<file path="src/rtl/gpio_bank_pkg.sv">
package gpio_bank_pkg;
  localparam int unsigned IDX_W = 4;

  typedef enum logic [IDX_W-1:0] {
    IDX_DIN   = 4'd0,
    IDX_DOUT  = 4'd1,
    IDX_OE    = 4'd2,
    IDX_LEVEL = 4'd3,
    IDX_BOTH  = 4'd4,
    IDX_POL   = 4'd5,
    IDX_EN    = 4'd6,
    IDX_RAW   = 4'd7,
    IDX_MSK   = 4'd8,
    IDX_ACK   = 4'd9,
    IDX_PSEL  = 4'd13,
    IDX_PEN   = 4'd14
  } reg_idx_e;

  localparam int unsigned NCTRL = 8;

  // Storage slot k of the control file maps to this word index
  function automatic logic [IDX_W-1:0] ctrl_idx(input int k);
    case (k)
      0:       ctrl_idx = IDX_DOUT;
      1:       ctrl_idx = IDX_OE;
      2:       ctrl_idx = IDX_LEVEL;
      3:       ctrl_idx = IDX_BOTH;
      4:       ctrl_idx = IDX_POL;
      5:       ctrl_idx = IDX_EN;
      6:       ctrl_idx = IDX_PSEL;
      default: ctrl_idx = IDX_PEN;
    endcase
  endfunction
endpackage

</file>
<file path="src/rtl/gpio_ctrl_regs.sv">
module gpio_ctrl_regs
  import gpio_bank_pkg::*;
#(
  parameter int unsigned NPINS = 32
) (
  input  logic                 clk,
  input  logic                 rst_n,
  input  logic                 wr_en,
  input  logic [IDX_W-1:0]     wr_idx,
  input  logic [NPINS-1:0]     wr_data,
  output logic [NPINS-1:0]     dout_q,
  output logic [NPINS-1:0]     oe_q,
  output logic [NPINS-1:0]     lvl_q,
  output logic [NPINS-1:0]     both_q,
  output logic [NPINS-1:0]     pol_q,
  output logic [NPINS-1:0]     en_q,
  output logic [NPINS-1:0]     psel_q,
  output logic [NPINS-1:0]     pen_q
);
  logic [NPINS-1:0] slot_q [NCTRL];
  logic             hit    [NCTRL];

  for (genvar k = 0; k < NCTRL; k++) begin : g_slot
    logic [NPINS-1:0] nxt;
    always_comb begin
      hit[k] = wr_en && (wr_idx == ctrl_idx(k));
      nxt    = hit[k] ? wr_data : slot_q[k];
    end
    always_ff @(posedge clk or negedge rst_n) begin
      if (!rst_n) slot_q[k] <= '0;
      else        slot_q[k] <= nxt;
    end
  end

  assign dout_q = slot_q[0];
  assign oe_q   = slot_q[1];
  assign lvl_q  = slot_q[2];
  assign both_q = slot_q[3];
  assign pol_q  = slot_q[4];
  assign en_q   = slot_q[5];
  assign psel_q = slot_q[6];
  assign pen_q  = slot_q[7];

  logic wr_ctrl;
  always_comb begin
    wr_ctrl = 1'b0;
    for (int k = 0; k < NCTRL; k++) wr_ctrl = wr_ctrl | hit[k];
  end

  // writes that miss every control word leave the file unchanged
  p_stray_write_r10: assert property (@(posedge clk) disable iff (!rst_n)
    (wr_en && !wr_ctrl) |=> $stable({dout_q, oe_q, lvl_q, both_q, pol_q, en_q, psel_q, pen_q}));
endmodule

</file>
<file path="src/rtl/gpio_irq_detect.sv">
module gpio_irq_detect #(
  parameter int unsigned NPINS = 32
) (
  input  logic             clk,
  input  logic             rst_n,
  input  logic [NPINS-1:0] pin_in,
  input  logic [NPINS-1:0] lvl,
  input  logic [NPINS-1:0] both,
  input  logic [NPINS-1:0] pol,
  input  logic             ack_en,
  input  logic [NPINS-1:0] ack_bits,
  output logic [NPINS-1:0] samp_q,
  output logic [NPINS-1:0] raw_q
);
  logic [NPINS-1:0] ev;
  logic [NPINS-1:0] clr_mask;
  logic [NPINS-1:0] raw_d;

  for (genvar i = 0; i < NPINS; i++) begin : g_sense
    logic hit;
    always_comb begin
      if (lvl[i])       hit = ~(pin_in[i] ^ pol[i]);
      else if (both[i]) hit = pin_in[i] ^ samp_q[i];
      else if (pol[i])  hit = pin_in[i] & ~samp_q[i];
      else              hit = ~pin_in[i] & samp_q[i];
    end
    assign ev[i] = hit;
  end

  always_comb begin
    clr_mask = ack_en ? ack_bits : '0;
    raw_d    = (raw_q & ~clr_mask) | ev;
  end

  always_ff @(posedge clk or negedge rst_n) begin
    if (!rst_n) begin
      samp_q <= '0;
      raw_q  <= '0;
    end else begin
      samp_q <= pin_in;
      raw_q  <= raw_d;
    end
  end

  // a latched bit only drops through an acknowledge
  p_sticky_r6: assert property (@(posedge clk) disable iff (!rst_n)
    (|(raw_q & ~clr_mask)) |=> ((raw_q & $past(raw_q & ~clr_mask)) == $past(raw_q & ~clr_mask)));

  // a detection is never lost, even beside an acknowledge
  p_set_wins_r8: assert property (@(posedge clk) disable iff (!rst_n)
    (|ev) |=> ((raw_q & $past(ev)) == $past(ev)));

  // a bit only rises when its detector fired
  p_rise_needs_event_r3: assert property (@(posedge clk) disable iff (!rst_n)
    1'b1 |=> ((raw_q & ~$past(raw_q) & ~$past(ev)) == '0));
endmodule

</file>
<file path="src/rtl/gpio_irq_bank.sv">
module gpio_irq_bank
  import gpio_bank_pkg::*;
#(
  parameter int unsigned NPINS = 32
) (
  input  logic             clk,
  input  logic             rst_n,
  input  logic [IDX_W-1:0] bus_addr,
  input  logic             bus_we,
  input  logic [NPINS-1:0] bus_wdata,
  output logic [NPINS-1:0] bus_rdata,
  input  logic [NPINS-1:0] pin_in,
  output logic [NPINS-1:0] pin_out,
  output logic [NPINS-1:0] pin_oe,
  output logic [NPINS-1:0] pull_en,
  output logic [NPINS-1:0] pull_sel,
  output logic             irq
);
  logic [NPINS-1:0] lvl_q, both_q, pol_q, en_q;
  logic [NPINS-1:0] samp_q, raw_q, msk_st;
  logic             ack_en;

  gpio_ctrl_regs #(.NPINS(NPINS)) u_regs (
    .clk     (clk),
    .rst_n   (rst_n),
    .wr_en   (bus_we),
    .wr_idx  (bus_addr),
    .wr_data (bus_wdata),
    .dout_q  (pin_out),
    .oe_q    (pin_oe),
    .lvl_q   (lvl_q),
    .both_q  (both_q),
    .pol_q   (pol_q),
    .en_q    (en_q),
    .psel_q  (pull_sel),
    .pen_q   (pull_en)
  );

  assign ack_en = bus_we && (bus_addr == IDX_ACK);

  gpio_irq_detect #(.NPINS(NPINS)) u_det (
    .clk      (clk),
    .rst_n    (rst_n),
    .pin_in   (pin_in),
    .lvl      (lvl_q),
    .both     (both_q),
    .pol      (pol_q),
    .ack_en   (ack_en),
    .ack_bits (bus_wdata),
    .samp_q   (samp_q),
    .raw_q    (raw_q)
  );

  assign msk_st = raw_q & en_q;
  assign irq    = |msk_st;

  always_comb begin
    case (bus_addr)
      IDX_DIN:   bus_rdata = samp_q;
      IDX_DOUT:  bus_rdata = pin_out;
      IDX_OE:    bus_rdata = pin_oe;
      IDX_LEVEL: bus_rdata = lvl_q;
      IDX_BOTH:  bus_rdata = both_q;
      IDX_POL:   bus_rdata = pol_q;
      IDX_EN:    bus_rdata = en_q;
      IDX_RAW:   bus_rdata = raw_q;
      IDX_MSK:   bus_rdata = msk_st;
      IDX_PSEL:  bus_rdata = pull_sel;
      IDX_PEN:   bus_rdata = pull_en;
      default:   bus_rdata = '0;
    endcase
  end

  // the interrupt line needs a latched source
  p_irq_source_r7: assert property (@(posedge clk) disable iff (!rst_n)
    irq |-> (|raw_q));

  // the acknowledge word never returns data
  p_ack_reads_zero_r6: assert property (@(posedge clk) disable iff (!rst_n)
    (bus_addr == IDX_ACK) |-> (bus_rdata == '0));
endmodule

</file>
<file path="config.mk">
export PLATFORM = sky130hd
export DESIGN_NAME = gpio_irq_bank
export DESIGN_NICKNAME = d
export VERILOG_FILES = /design/src/rtl/gpio_bank_pkg.sv /design/src/rtl/gpio_ctrl_regs.sv /design/src/rtl/gpio_irq_detect.sv /design/src/rtl/gpio_irq_bank.sv
export SDC_FILE = /design/constraint.sdc
export NUM_CORES = 1
export LEC_CHECK = 0
export ABC_AREA = 1
export BUFFER_PORTS_ARGS = -buffer_cell sky130_fd_sc_hd__buf_2
export CORE_MARGIN = 3
export CORE_UTILIZATION = 60
export CTS_BUF_LIST = sky130_fd_sc_hd__clkbuf_2 sky130_fd_sc_hd__clkbuf_4 sky130_fd_sc_hd__clkbuf_8
export CTS_CLUSTER_SIZE = 30
export DETAILED_ROUTE_END_ITERATION = 6
export GPL_TIMING_DRIVEN = 0
export PLACE_DENSITY = 0.87
export SLEW_MARGIN = 20
export SYNTH_ARGS = -nofsm -noshare
export SYNTH_HDL_FRONTEND = slang
export SYNTH_SLANG_ARGS = --single-unit
</file>
<file path="constraint.sdc">
create_clock -name clk -period 4.13 [get_ports clk]
set_clock_uncertainty 0.05 [all_clocks]
set_input_delay 0.826 -clock clk [delete_from_list [all_inputs] [get_ports clk]]
set_output_delay 0.826 -clock clk [all_outputs]
set_load 0.1 [all_outputs]
</file>
Yosys cells after proc, flatten, opt, wreduce, memory -nomap -nowiden

Index checks and enable logic that the tools add are counted.
Widths: inputs -> output; s select.

Bits in registers: 320
Output and inout port bits: 161
Logic and storage cells: 358

Equal/unequal tests: 11
Reductions and logical operators: 11
Bitwise logic cells: 228
Multiplexer cells: 98

Operators by type and width:

| operator           | count |
|---|---|
| $pmux 32 s11       | 1 |
| $mux 1             | 96 |
| $not 1->1          | 96 |
| $and 1x1->1        | 64 |
| $and 32x32->32     | 2 |
| $xor 1x1->1        | 64 |
| $mux 32            | 1 |
| $not 32->32        | 1 |
| $or 32x32->32      | 1 |
| $reduce_or 32->1   | 1 |
| $eq 4x3->1 const B | 4 |
| $eq 4x4->1 const B | 4 |
| $logic_and 1x1->1  | 9 |
| $eq 4x2->1 const B | 2 |
| $eq 4x1->1 const B | 1 |
| $logic_not 4->1    | 1 |

Depth between registers and ports, before layout

Depth in word-level cells: 6
Mapped depth: 8
Mapped depth without buffers: 6

Modules after synthesis

From an unflattened synthesis, not the netlist that was laid out.

Cells, all modules: 2656
Area total of the unflattened synthesis: 18535.3 um^2

By module, submodules not included:

| module          | area an instance (um^2) | seq. area each (um^2) | cells each | instances |
|---|---|---|---|---|
| gpio_ctrl_regs  | 10405.0                 | 6406.1                | 1192       | 1 |
| gpio_irq_detect | 4398.0                  | 1601.5                | 611        | 1 |
| gpio_irq_bank   | 3732.3                  | 0.0                   | 853        | 1 |

Worst setup path before layout

Ideal clock, no wire load.

Path kind: in2out
Start: input bus_addr[2]
End: output bus_rdata[30]
Buffers on the path: 2
Data required time: 3.254 ns
Cell stages on the path: 7
Slack: 0.863 ns
Arrival time: 2.391 ns
Cells stage by stage: nor2_1 > buf_2 > buf_1 > nand3_1 > nand2_1 > nor2_1 > nand3_1

Word-level cells in the longest chain between the ends: 2

Ends and longest elaborated chain:

| item                               | RTL line            | text |
|---|---|---|
| start, declared                    | gpio_irq_bank.sv:8  | `input logic [IDX_W-1:0] bus_addr,` |
| $eq 4x4->1 (tied with other cells) | gpio_irq_bank.sv:58 | `case (bus_addr)` |
| $pmux 32 s11 (*)                   | gpio_irq_bank.sv:58 |  |
| end, declared                      | gpio_irq_bank.sv:11 | `output logic [NPINS-1:0] bus_rdata,` |

Mark *: on every way between the ends. The rest lies on a longest branch, timed or not.

Worst setup path in the final report

Start: input bus_addr[3]
End: output bus_rdata[29]

Same word-level chain as after synthesis.

==> qor.log <==
INFO  placed_design  post-place-cells=2864
INFO  worst_setup_path crit_start_category=primary input
INFO  yosys          yosys_warnings=0
INFO  timing         worstMarginPinSlew=0.9724ns
INFO  worst_setup_path timing.rr.end=u_det.raw_q[13]$_DFF_PN0_
INFO  cts            cts.reportedPaths.clkPinSlew=0.06ns
INFO  yosys          mappedNetlistNets=2394
INFO  floorplan      die-width=174.0microns
INFO  yosys          synth.yosys.seq_area_share=0.4726
INFO  pwr            clkPwrFrac=0.277
INFO  yosys          async_flop_share=1.000
INFO  floorplan      top_level_ports=232
INFO  cts            worstSkewPairLatency=0.60ns
INFO  cts            ctsLongestPathBuffers=3
INFO  worst_setup_path critPathSlowestCell=clkbuf_1
INFO  global_routing grt_antenna_before_repair=6
INFO  worst_setup_path worstPathMaxFanout=10
INFO  worst_setup_path reg2reg_slack=2.86ns
INFO  timing         maxClockFrequency=244.1MHz
INFO  global_routing grt_util_all_layers=0.4047
INFO  detailed_routing routed_wirelength=62.70mm
INFO  pwr            overall_power_consumption=11.58mW
INFO  cts            cts_resizes=0
INFO  yosys          number_of_synthesized_flops_with_an_enable_pin=0
INFO  floorplan      placeableCoreArea=27330squm
INFO  floorplan      fp-row-count=60
INFO  detailed_routing viasPerCell=6.243
INFO  pwr            p_int=6.267mW
INFO  cts            num_cts_buffers=53
INFO  yosys          synth-seq-cells=320
INFO  detailed_routing detail_route.first_pass.iterations=7
INFO  placed_design  gp_congestion=0.9787
INFO  floorplan      dieArea=30290squm
INFO  yosys          mappedNetlistArea=16940squm
INFO  global_routing globalRoute.totalOverflow=0
INFO  pwr            vdd_ir_drop_max=0.5452mV
INFO  timing         timing.final.max_slew_violations=0
INFO  detailed_routing drc_errors=1
INFO  pwr            p_comb_frac=0.354
INFO  pwr            proportion_of_power_drawn_by_flip_flops_and_latches=0.368
INFO  yosys          postSynthCellCount=2259
INFO  final_layout   nNetsFinal=2682
INFO  timing         period_share=0.9918
INFO  worst_hold_path hold_class=primary input to asynchronous set/reset pin
INFO  final_layout   layout-drive-gt1-share=0.1503
INFO  placed_design  post-dp-hpwl=42.58mm
INFO  cts            cts_tree=yes
INFO  cts            cts_sinks=320
INFO  worst_setup_path timing.reg2reg.worst_path_depth=6
INFO  floorplan      die_h=174.0microns
INFO  timing         finalSetupViolCount=0
INFO  global_routing grt_pass1_vias=18160
INFO  pwr            p_leak=10.75nW
INFO  final_layout   areaGrowthSynthToFinish=17.40%
INFO  cts            clk_root_buffer_cell=clkbuf_8
INFO  detailed_routing avgRoutedWirePerCell=21.15microns
INFO  yosys          synth.avg_cell_area=7.501squm
INFO  worst_setup_path crit_path_max_incr_delay=0.69ns
INFO  pwr            power.density_cell_area=582.3nW/um^2
INFO  global_routing groute.layer.met2.usage=0.6086
INFO  final_layout   final_core_utilization=0.7279
INFO  timing         setup_repair_after_global_routing_missed_its_margin=no
INFO  worst_setup_path critical_path_arrival=3.22ns
INFO  worst_setup_path regToRegStartpoint=u_det.samp_q[13]$_DFF_PN0_
INFO  timing         timing.slew.headroom=0.3518
INFO  status         violations=DRC
INFO  yosys          synth_cell_type_count=19
INFO  cts            cts-htree-levels=2
INFO  cts            cts_setup_buffers=0
INFO  timing         min_cycle_time_layout=4.096ns
INFO  global_routing grt_max_degree=96
INFO  worst_setup_path endpoint_kind=output pin
INFO  global_routing groute.layer.met3.usage=0.1387
INFO  detailed_routing drtIter0Drc=2723
INFO  worst_setup_path sequence_of_cells_on_the_critical_path=buf_2 > nor2_1 > clkbuf_1 > clkbuf_1 > nand3_1 > nand2_1 > nor2_1 > nand3_1 > buf_2
INFO  worst_setup_path critPathKind=primary input to output pin
INFO  timing         post-route-worst-setup-slack=0.03386ns
INFO  final_layout   cell_count_final_fillers_out=2965
INFO  cts            postCtsHoldBufs=0
INFO  floorplan      starting_density_of_the_core=0.6201
INFO  placed_design  dp_worst_setup_slack=0.1618ns
INFO  placed_design  portBuffers=230
INFO  worst_setup_path worst_setup_path_startpoint=bus_addr[3]
INFO  worst_setup_path required=3.25ns
INFO  global_routing global_route.peak_usage_layer=met2
INFO  detailed_routing num_vias=18510
INFO  global_routing met1_usage=0.5080
INFO  global_routing wire_length_of_the_first_global_routing_pass=96.60mm
INFO  job            max_cap_viols=0
INFO  status         status=finished with violations
INFO  yosys          synthFlopType=dfrtp_1
INFO  detailed_routing ant_nets=0
INFO  timing         final-hold-violation-count=0
INFO  pwr            switching_share=0.4589
INFO  timing         final_hold_slack=0.1066ns
INFO  pwr            p_sw=5.315mW
-- cells in the final DEF, fill, tap and decap left out, types with 2 or more instances in the layout --
master     synthesis  layout
ha_1              64      64
nand3_2            7       7
nor2_1           140     140
clkinv_2           0       5
clkbuf_8           0      72
clkbuf_1          68      68
bufinv_16          0       3
a21oi_1           32      32
nand3_1          416     416
buf_2             46     275
clkbuf_4           0      15
buf_1             10      10
dfrtp_1          320     320
inv_1            194     194
o21ai_0          299     299
diode_2            0       5
o21ai_1           21      21
inv_2              2       2
nor2_4             3       3
buf_16             0       3
nand2_1          633     633
-- sequential cells by signal, indices dropped and copies added, names as in the netlist --
register	cells
u_regs.psel_q	32
u_det.samp_q	32
u_regs.en_q	32
u_regs.pol_q	32
u_regs.both_q	32
u_regs.lvl_q	32
u_regs.pen_q	32
u_regs.oe_q	32
u_det.raw_q	32
u_regs.dout_q	32
-- logic make-up (layout without fill, tap and decap cells) --
kind of cell / after synthesis / count (layout) / synth area share
and+or+nand+nor: 1202 / 1202 / 0.3014
adders and majority gates: 64 / 64 / 0.04726
DFF: 320 / 320 / 0.4726
AOI/OAI and AO/OA: 352 / 352 / 0.1040
buffers and inverters: 321 / 650 / 0.07473
other: 0 / 5 / 0
-- worst max path at each step --
stage,endpoint
global route,bus_rdata[29]
floorplan,bus_rdata[30]
finish,bus_rdata[29]
global placement,u_regs.oe_q[23]$_DFFE_PN0P_
detailed placement,bus_rdata[29]
CTS,bus_rdata[29]
-- area by class of cell --
| type | count | area (sq um) |
|---|---|---|
| flip-flops and latches | 320 | 8008 |
| multi-input cells | 1618 | 7670 |
| fillers | 2143 | 7435 |
| repair buffers | 233 | 1244 |
| clock buffers | 87 | 1104 |
| inverters | 196 | 735.7 |
| plain buffers | 125 | 530.5 |
| well taps | 372 | 465.4 |
| clock inverters | 9 | 122.6 |
| diodes | 5 | 12.51 |
-- synthesized netlist by cell type (2+ instances only) --
cell	number	area share
o21ai_1	21	0.0062
buf_1	10	0.0022
inv_2	2	0.00044
a21oi_1	32	0.0095
inv_1	194	0.043
nand3_1	416	0.12
dfrtp_1	320	0.47
nand2_1	633	0.14
o21ai_0	299	0.088
nor2_4	3	0.0020
ha_1	64	0.047
buf_2	46	0.014
clkbuf_1	68	0.015
nand3_2	7	0.0041
nor2_1	140	0.031
-- critical path, delay by kind of cell --
kind	cells	cell delay, ns
buf+inv	4	1.81
simple gates	5	0.60
-- power by group through the flow --
stage | combinational [mW] | sequential, mW | clock [mW]
2_1_floorplan | 1.34 | 6.02 | 0
3_3_place_gp | 3.95 | 4.25 | 0
3_5_place_dp | 4.05 | 4.28 | 0
4_1_cts | 4.06 | 4.23 | 3.18
5_1_grt | 4.31 | 4.33 | 3.33
6_report | 4.10 | 4.27 | 3.21
-- through the flow --
step	TNS, ns	instance area (sq um)
detailed placement	0	18650
global route	0	19880
global placement	-1191.81	18560
floorplan	0	16940
finish	0	19890
CTS	0	19880
-- metal layers --
layer / up-vias / routed length, microns / part of all wire
li1: 7942 / - / -
met1: 8565 / 21310 / 0.34
met2: 1643 / 27330 / 0.44
met3: 355 / 10090 / 0.16
met4: 6 / 3943 / 0.063
met5: - / 34 / 0.00054
(Power assumes the default switching activity.)
